$ cat config.mk
export PLATFORM = sky130hd
export DESIGN_NAME = irq_prio_arbiter
export DESIGN_NICKNAME = d
export VERILOG_FILES = /design/src/rtl/irq_arb_pkg.sv /design/src/rtl/irq_arb_regs.sv /design/src/rtl/irq_arb_pend.sv /design/src/rtl/irq_arb_pick.sv /design/src/rtl/irq_prio_arbiter.sv
export SDC_FILE = /design/constraint.sdc
export NUM_CORES = 1
export LEC_CHECK = 0
export ABC_AREA = 1
export BUFFER_PORTS_ARGS = -buffer_cell sky130_fd_sc_hd__buf_4
export CORE_UTILIZATION = 62
export DETAILED_ROUTE_END_ITERATION = 6
export PLACE_DENSITY = 0.82
export REMOVE_ABC_BUFFERS = 1
export SKIP_CTS_REPAIR_TIMING = 1
export SLEW_MARGIN = 10
export SYNTH_ARGS = -nofsm -noshare
export SYNTH_HDL_FRONTEND = slang
export SYNTH_SLANG_ARGS = --single-unit
$ cat constraint.sdc
create_clock -name clk -period 36.4 [get_ports clk]
set_input_delay 1.82 -clock clk [delete_from_list [all_inputs] [get_ports clk]]
set_output_delay 1.82 -clock clk [all_outputs]
set_load 0.03 [all_outputs]
$ cat src/rtl/irq_arb_pkg.sv
// Package: shared constants and the request word layout for the arbiter.
// Assumes a 10-bit register address space and 4-bit priorities.
package irq_arb_pkg;
    localparam int PRI_W  = 4;
    localparam int VEC_W  = 8;
    localparam int REQ_W  = PRI_W + VEC_W;
    localparam int CFG_AW = 10;
    localparam int CFG_DW = 16;

    localparam logic [CFG_AW-1:0] ENA_BASE  = 10'h000;
    localparam logic [CFG_AW-1:0] PRI_BASE  = 10'h100;
    localparam logic [CFG_AW-1:0] SWI_ADDR  = 10'h200;
    localparam logic [CFG_AW-1:0] FAST_ADDR = 10'h202;

    typedef struct packed {
        logic [PRI_W-1:0] pri;
        logic [VEC_W-1:0] vec;
    } req_word_t;
endpackage

$ cat src/rtl/irq_arb_regs.sv
// Module: register file for the enables, the priorities, the fast vector and the
// software trigger. Reads are combinational. Access size is checked per address:
// only the fast register takes 16-bit accesses.
module irq_arb_regs
    import irq_arb_pkg::*;
#(
    parameter int NUM_SRC = 32,
    parameter int NUM_PRI = 16
) (
    input  logic                           clk,
    input  logic                           rst_n,
    input  logic [CFG_AW-1:0]              cfg_addr,
    input  logic                           cfg_wr,
    input  logic                           cfg_wide,
    input  logic [CFG_DW-1:0]              cfg_wdata,
    output logic [CFG_DW-1:0]              cfg_rdata,
    output logic [NUM_SRC-1:0]             ena,
    output logic [NUM_PRI-1:0][PRI_W-1:0]  pri_tab,
    output logic                           fast_en,
    output logic [VEC_W-1:0]               fast_vec,
    output logic                           swi_pulse
);
    localparam int ENA_BYTES = (NUM_SRC + 7) / 8;

    logic [ENA_BYTES*8-1:0]          ena_q;
    logic [NUM_PRI-1:0][PRI_W-1:0]   pri_q;
    logic                            is_fast;
    logic                            size_ok;
    logic                            wr_ok;
    logic                            unused_wdata;

    assign is_fast      = (cfg_addr == FAST_ADDR);
    assign size_ok      = is_fast ? cfg_wide : !cfg_wide;
    assign wr_ok        = cfg_wr && size_ok;
    assign unused_wdata = ^cfg_wdata[14:8];

    // Purpose: hold the enable bytes, the priority registers and the fast register.
    always_ff @(posedge clk) begin
        if (!rst_n) begin
            ena_q    <= '0;
            pri_q    <= '0;
            fast_en  <= 1'b0;
            fast_vec <= '0;
        end else begin
            for (int k = 0; k < ENA_BYTES; k++) begin
                if (wr_ok && cfg_addr == ENA_BASE + CFG_AW'(k)) begin
                    ena_q[k*8 +: 8] <= cfg_wdata[7:0];
                end
            end
            for (int j = 0; j < NUM_PRI; j++) begin
                if (wr_ok && cfg_addr == PRI_BASE + CFG_AW'(j)) begin
                    pri_q[j] <= cfg_wdata[PRI_W-1:0];
                end
            end
            if (wr_ok && is_fast) begin
                fast_en  <= cfg_wdata[15];
                fast_vec <= cfg_wdata[VEC_W-1:0];
            end
        end
    end

    // Purpose: raise a one-cycle software pulse after a valid trigger write.
    always_ff @(posedge clk) begin
        if (!rst_n) begin
            swi_pulse <= 1'b0;
        end else begin
            swi_pulse <= wr_ok && (cfg_addr == SWI_ADDR) && cfg_wdata[0];
        end
    end

    // Purpose: select read data. A wrong-size access reads all ones.
    always_comb begin
        cfg_rdata = '0;
        if (!size_ok) begin
            cfg_rdata = '1;
        end else if (is_fast) begin
            cfg_rdata = {fast_en, 7'b0, fast_vec};
        end else begin
            for (int k = 0; k < ENA_BYTES; k++) begin
                if (cfg_addr == ENA_BASE + CFG_AW'(k)) begin
                    cfg_rdata = {8'h00, ena_q[k*8 +: 8]};
                end
            end
            for (int j = 0; j < NUM_PRI; j++) begin
                if (cfg_addr == PRI_BASE + CFG_AW'(j)) begin
                    cfg_rdata = {{(CFG_DW-PRI_W){1'b0}}, pri_q[j]};
                end
            end
        end
    end

    assign ena     = ena_q[NUM_SRC-1:0];
    assign pri_tab = pri_q;
endmodule

$ cat src/rtl/irq_arb_pend.sv
// Module: per-source pending flags. Level sources copy their input every cycle.
// Edge sources are set by a one-cycle pulse and cleared by an acknowledge of
// that source. A set wins over a clear in the same cycle.
module irq_arb_pend #(
    parameter int                 NUM_SRC    = 32,
    parameter int                 IDX_W      = 5,
    parameter logic [NUM_SRC-1:0] LEVEL_MASK = '0
) (
    input  logic               clk,
    input  logic               rst_n,
    input  logic [NUM_SRC-1:0] src_in,
    input  logic               ack_fire,
    input  logic [IDX_W-1:0]   ack_idx,
    output logic [NUM_SRC-1:0] pend
);
    // Purpose: update each pending flag according to its trigger type.
    always_ff @(posedge clk) begin
        if (!rst_n) begin
            pend <= '0;
        end else begin
            for (int i = 0; i < NUM_SRC; i++) begin
                if (LEVEL_MASK[i]) begin
                    pend[i] <= src_in[i];
                end else if (src_in[i]) begin
                    pend[i] <= 1'b1;
                end else if (ack_fire && ack_idx == IDX_W'(i)) begin
                    pend[i] <= 1'b0;
                end
            end
        end
    end
endmodule

$ cat src/rtl/irq_arb_pick.sv
// Module: combinational winner selection. Picks the candidate with the highest
// nonzero priority, preferring the lowest index on a tie. Index 0 is skipped.
module irq_arb_pick
    import irq_arb_pkg::*;
#(
    parameter int NUM_SRC = 32,
    parameter int IDX_W   = 5
) (
    input  logic [NUM_SRC-1:0]             cand,
    input  logic [NUM_SRC-1:0][PRI_W-1:0]  src_pri,
    output logic                           win_vld,
    output logic [IDX_W-1:0]               win_idx,
    output logic [PRI_W-1:0]               win_pri
);
    // Purpose: scan upward. Only a strictly greater priority replaces the best so far.
    always_comb begin
        win_pri = '0;
        win_idx = '0;
        for (int i = 1; i < NUM_SRC; i++) begin
            if (cand[i] && src_pri[i] > win_pri) begin
                win_pri = src_pri[i];
                win_idx = IDX_W'(i);
            end
        end
        win_vld = (win_pri != '0);
    end
endmodule

$ cat src/rtl/irq_prio_arbiter.sv
// Module: top of the arbiter. Holds one request slot and loads it from the
// winner whenever the slot is empty. The slot is emptied by an acknowledge or
// when a level owner releases its input. Assumes NUM_SRC <= 256 and that edge
// detection of the raw lines happens outside the block.
module irq_prio_arbiter
    import irq_arb_pkg::*;
#(
    parameter int                 NUM_SRC    = 32,
    parameter int                 MAP_SHARE  = 2,
    parameter logic [NUM_SRC-1:0] LEVEL_MASK = NUM_SRC'(8'hF0)
) (
    input  logic               clk,
    input  logic               rst_n,
    input  logic [NUM_SRC-1:0] src_in,
    input  logic               ack,
    input  logic [9:0]         cfg_addr,
    input  logic               cfg_wr,
    input  logic               cfg_wide,
    input  logic [15:0]        cfg_wdata,
    output logic [15:0]        cfg_rdata,
    output logic [11:0]        irq_req,
    output logic [11:0]        fiq_req,
    output logic               swi_pulse
);
    localparam int NUM_PRI = (NUM_SRC + MAP_SHARE - 1) / MAP_SHARE;
    localparam int IDX_W   = (NUM_SRC > 1) ? $clog2(NUM_SRC) : 1;

    logic [NUM_SRC-1:0]             ena;
    logic [NUM_SRC-1:0]             pend;
    logic [NUM_PRI-1:0][PRI_W-1:0]  pri_tab;
    logic [NUM_SRC-1:0][PRI_W-1:0]  src_pri;
    logic                           fast_en;
    logic [VEC_W-1:0]               fast_vec;
    logic                           win_vld;
    logic [IDX_W-1:0]               win_idx;
    logic [PRI_W-1:0]               win_pri;
    logic                           slot_vld;
    logic [IDX_W-1:0]               slot_idx;
    logic [PRI_W-1:0]               slot_pri;
    logic                           lvl_drop;
    logic                           fast_hit;
    req_word_t                      word;

    irq_arb_regs #(.NUM_SRC(NUM_SRC), .NUM_PRI(NUM_PRI)) u_regs (
        .clk(clk), .rst_n(rst_n),
        .cfg_addr(cfg_addr), .cfg_wr(cfg_wr), .cfg_wide(cfg_wide),
        .cfg_wdata(cfg_wdata), .cfg_rdata(cfg_rdata),
        .ena(ena), .pri_tab(pri_tab),
        .fast_en(fast_en), .fast_vec(fast_vec), .swi_pulse(swi_pulse)
    );

    irq_arb_pend #(.NUM_SRC(NUM_SRC), .IDX_W(IDX_W), .LEVEL_MASK(LEVEL_MASK)) u_pend (
        .clk(clk), .rst_n(rst_n), .src_in(src_in),
        .ack_fire(ack && slot_vld), .ack_idx(slot_idx), .pend(pend)
    );

    // Each source reads its priority from the register that the map assigns to it.
    for (genvar g = 0; g < NUM_SRC; g++) begin : g_map
        localparam int REG_SEL = g / MAP_SHARE;
        assign src_pri[g] = pri_tab[REG_SEL];
    end

    irq_arb_pick #(.NUM_SRC(NUM_SRC), .IDX_W(IDX_W)) u_pick (
        .cand(pend & ena), .src_pri(src_pri),
        .win_vld(win_vld), .win_idx(win_idx), .win_pri(win_pri)
    );

    assign lvl_drop = slot_vld && LEVEL_MASK[slot_idx] && !pend[slot_idx];

    // Purpose: single outstanding slot. It is emptied by ack or a level release
    // and loaded only when empty.
    always_ff @(posedge clk) begin
        if (!rst_n) begin
            slot_vld <= 1'b0;
            slot_idx <= '0;
            slot_pri <= '0;
        end else if (slot_vld && (ack || lvl_drop)) begin
            slot_vld <= 1'b0;
        end else if (!slot_vld && win_vld) begin
            slot_vld <= 1'b1;
            slot_idx <= win_idx;
            slot_pri <= win_pri;
        end
    end

    assign word.pri = slot_pri;
    assign word.vec = VEC_W'(slot_idx);
    assign fast_hit = fast_en && (fast_vec == word.vec);
    assign irq_req  = (slot_vld && !fast_hit) ? word : '0;
    assign fiq_req  = (slot_vld &&  fast_hit) ? word : '0;
endmodule

==> results.md <==
- STA classifies the critical path startpoint as a flip-flop.
- The maximum clock skew at final layout is approximately 0.0055 ns.
- The clock-pin transition on the worst setup and hold timing paths is 0.07 ns.
- The beginning of the worst hold path is u_regs.fast_vec[6]$_SDFFE_PN0P_.
- The number of unique standard cell types used by synthesis is 48.
- The post-synthesis register bit count is 149.
- 0 antenna diodes ended up in the layout.
- During synthesis, Yosys emitted a total of 0 warnings.
- The critical path's top delay family is simple AND/OR/NAND/NOR gates.
- Entering global routing, the biggest net connects 83 pins.
- No sink is reached through more buffers than the 2 on the longest clock path.
- The highest clock rate is around 0.03 GHz.
- The sum of buffers and inverters on the critical path is 26.
- Data on the critical path arrives at its endpoint at ~33 ns.
- The post-placement cell area is between 0.01 and 0.015 mm^2.
- In this run the register-to-register setup slack is about 3.9 ns.
- Clock tree synthesis found a total of approximately 150 sinks.
- Tracing the worst setup path back leads to its startpoint at u_regs.pri_tab[0]$_SDFFE_PN0P_.
- The core region is ~0.02 mm^2.
- Sequential cells were found to cover between 20% and 30% of the synthesized design area.
- The most common cell after layout, fill and taps aside is nand2_1.
- The count of final max-slew check failures was 0.
- Summing every instance area after synthesis gives between 0.01 and 0.015 mm^2.
- The internal power consumption is about 270 uW.
- The run finished with clean final reports.
- The deepest level of the CTS H-tree is 4.
- Registers are responsible for between 40 and 50% of the overall power.
- Routability-driven placement finished with a final weighted congestion of 0.9816.
- The number of antenna violations at the first check in global routing was 1.
- Before antenna repair, the detailed router went through 7 iterations.
- The wire length of the first global-routing pass is ~56,000 um.
- The total number of placement rows is around 50.
- Net switching is about a quarter of the power.
- The effective utilization at floorplan is 63.22%.
- The largest stage delay on the critical path is 0.39 ns.
- The maximum fanout along the worst path is 15.
- The period utilization is between 80% and 90%.
- The mean post-synth cell area is around 6.5 um^2.
- The via count of the first global-routing pass is 11,492.
- The finished layout cell area is 0.01350 mm^2.
- The CTS tree is done.
- approximately 100 I/O pins were placed.
- The routed design has 35,900 um of wire.
- The most used flip-flop cell after synthesis is dfxtp_1.
- The setup path with the least slack is of type reg2reg.
- Detailed placement finished with a half-perimeter wire length of around 28,000 um.
- Of all flip-flops after synthesis, the portion carrying an async set or reset was 0%.
- The synthesized instance count is about 1,900.
- The floorplan die area is roughly 0.020 mm^2.
- The clock root buffer is clkbuf_16.
- The post-layout minimum cycle time is 32.54 ns.
- For this design the total switching power over the nets is 94.74 uW.
- Fill cells in the final layout number between 1,500 and 2,000.
- The fraction of layout instances using a drive strength above 1 is 15.03%.
- The die width is 142.9 um.
- In this run the worst hold path is classified as reg2reg.
- The share of power burned in the clock network is around 47%.
- Across the run, the number of max-cap violations was 0.
- In this run the critical register-to-register path is launched from u_regs.pri_tab[0]$_SDFFE_PN0P_.
- Counting flops with a built-in enable in the synthesized netlist gives 0.
- The library cells used most frequently in the layout, excluding fill and tap cells, are nand2_1, inv_1, nor2_1, o21ai_0, dfxtp_1.
- Using the TritonRoute via totals, the vias-per-cell ratio works out to between 5 and 6.
- For this design the ratio of total power to cell area is around 27 mW/mm^2.
- The static power due to leakage is between 6 and 7 nW.
- The required time reported for the critical path endpoint is about 37 ns.
- The detail route stage leaves a number of antenna-violating nets equal to 0.
- The category of the worst setup path capture point is a flip-flop.
- After routing, the total negative slack on setup checks comes to 0 ns.
- The worst-case vdd ir drop is 27.93 uV.
- The global-route usage over all layers is about a third.
- Setup violations remaining at the end of the flow were counted as 0.
- Clock tree synthesis inserted a total of 17 buffers.
- The total number of vias is 12,961.
- The post-detailed-route wirelength per cell is about 16 um.
- The share of total power dissipated in combinational logic is roughly 6.5%.
- The latest clock arrival within the worst-skew pair is between 0.4 and 0.5 ns.
- After detailed routing, the number of remaining DRC violations is 0.
- The net count of the finished layout is 2,101.
- The port buffer count is 90.
- The first routing iteration left about 1,100 violations.
- Global routing finished with a remaining overflow of 0.
- The count of endpoints failing hold in the final timing report is 0.
- For this design, the slowest cell found on the critical path is dfxtp_1.
- From bottom edge to top edge, the die measures roughly 140 um.
- At the pin with the least slew margin, the transition time is 0.9537 ns.
- Setup repair after global routing left no endpoint under its margin.
- From synthesis to final layout, the design area changed by 9.752%.
- Headroom to the max-slew limit came out at 35.84%.
-- final timing paths --
kind                                endpoint  depth (start not counted)
max                                flip-flop                        233
min          u_regs.fast_vec[6]$_SDFFE_PN0P_                          2
max reg2reg                        flip-flop                        233
min reg2reg  u_regs.fast_vec[6]$_SDFFE_PN0P_                          2
-- layer usage --
metal	global-route usage [%]	vias up	wire length, um
met5	0	-	13
met4	13.02	2	1014
met3	5.198	77	2958
met2	57.53	536	16090
met1	47.17	5902	15820
li1	-	6444	-
-- worst register-to-register path, delay by kind of cell (launching register included) --
kind | cells | cell delay, ns
AND/OR/NAND/NOR | 126 | 13.35
AO/OA/AOI/OAI | 51 | 7.87
adder cells (fa/ha/maj) | 30 | 9.46
buffers and inverters | 26 | 1.36
flip-flops | 1 | 0.39
-- Yosys cell counts, types with 2 or more instances --
| cell | instances | area [um^2] |
|---|---|---|
| nand2_1 | 376 | 1411 |
| inv_1 | 244 | 915.9 |
| nor2_1 | 199 | 747.0 |
| o21ai_0 | 174 | 870.8 |
| dfxtp_1 | 149 | 2983 |
| a21oi_1 | 132 | 660.6 |
| nand3_1 | 127 | 635.6 |
| ha_1 | 82 | 1026 |
| nand2_2 | 75 | 469.2 |
| a211oi_1 | 40 | 300.3 |
| clkbuf_1 | 30 | 112.6 |
| o21bai_1 | 26 | 195.2 |
| nand3_2 | 24 | 240.2 |
| a22oi_1 | 17 | 127.6 |
| buf_4 | 17 | 127.6 |
| nand2_4 | 16 | 180.2 |
| o21ai_1 | 16 | 80.08 |
| a221oi_1 | 15 | 131.4 |
| nor2_2 | 15 | 93.84 |
| buf_6 | 13 | 146.4 |
| inv_2 | 13 | 48.80 |
| nand4_1 | 13 | 81.33 |
| nor4_1 | 12 | 75.07 |
| a21oi_2 | 10 | 87.58 |
| nor3_1 | 7 | 35.03 |
| o211ai_1 | 7 | 52.55 |
| clkinv_1 | 6 | 22.52 |
| nor2_4 | 6 | 67.56 |
| a31oi_1 | 5 | 31.28 |
| o2111ai_1 | 5 | 43.79 |
| o21ai_2 | 5 | 43.79 |
| nand3b_1 | 4 | 30.03 |
| o22ai_1 | 4 | 25.02 |
| a31oi_2 | 3 | 37.54 |
| a22o_1 | 2 | 17.52 |
| clkbuf_8 | 2 | 27.53 |
-- power by group through the flow --
stage	sequential (mW)	clock (mW)	combinational (mW)
2_1_floorplan	0.170	0	0.0112
3_3_place_gp	0.172	0	0.0225
3_5_place_dp	0.172	0	0.0228
4_1_cts	0.168	0.171	0.0229
5_1_grt	0.168	0.178	0.0249
6_report	0.168	0.172	0.0235
-- sequential cells by signal (all words and copies together), names as in the netlist, named ones only --
register	cells
slot_idx	5
slot_vld	1
slot_pri	4
u_pend.pend	32
u_regs.ena	32
u_regs.pri_tab	64
u_regs.swi_pulse	1
u_regs.fast_en	1
u_regs.fast_vec	8
-- layout make-up --
cell class	count	area, um^2	share of cell area [%]
tap	265	331.6	2.455
multi-input combinational	1433	7940	58.80
sequential	149	2983	22.09
clock buffer	17	425.4	3.150
inverter	263	987.2	7.310
timing repair buffer	92	690.7	5.114
clock inverter	15	146.4	1.084
-- through the flow --
stage          total power, mW  setup WS [ns]  hold WS, ns  utilization (%)  cells
5_1_grt                 0.3715        0.04429       0.5033            69.39   2234
6_report                0.3639          3.859       0.4783            69.39   2234
3_3_place_gp            0.1941          4.956       0.4561            66.45   2202
2_1_floorplan           0.1816          8.287       0.4382                -   1845
4_1_cts                 0.3616          3.822       0.4754            69.39   2234
3_5_place_dp            0.1945          3.975       0.4672            66.45   2202
-- kinds of logic after synthesis --
group,Yosys count,synth area share (%)
DFF,149,24.24
other,1,0.03048
adders and majority gates,82,8.338
and+or+nand+nor,876,33.37
buffers and inverters,326,11.43
AOI/OAI and AO/OA,469,22.59
(Power assumes the default switching activity.)
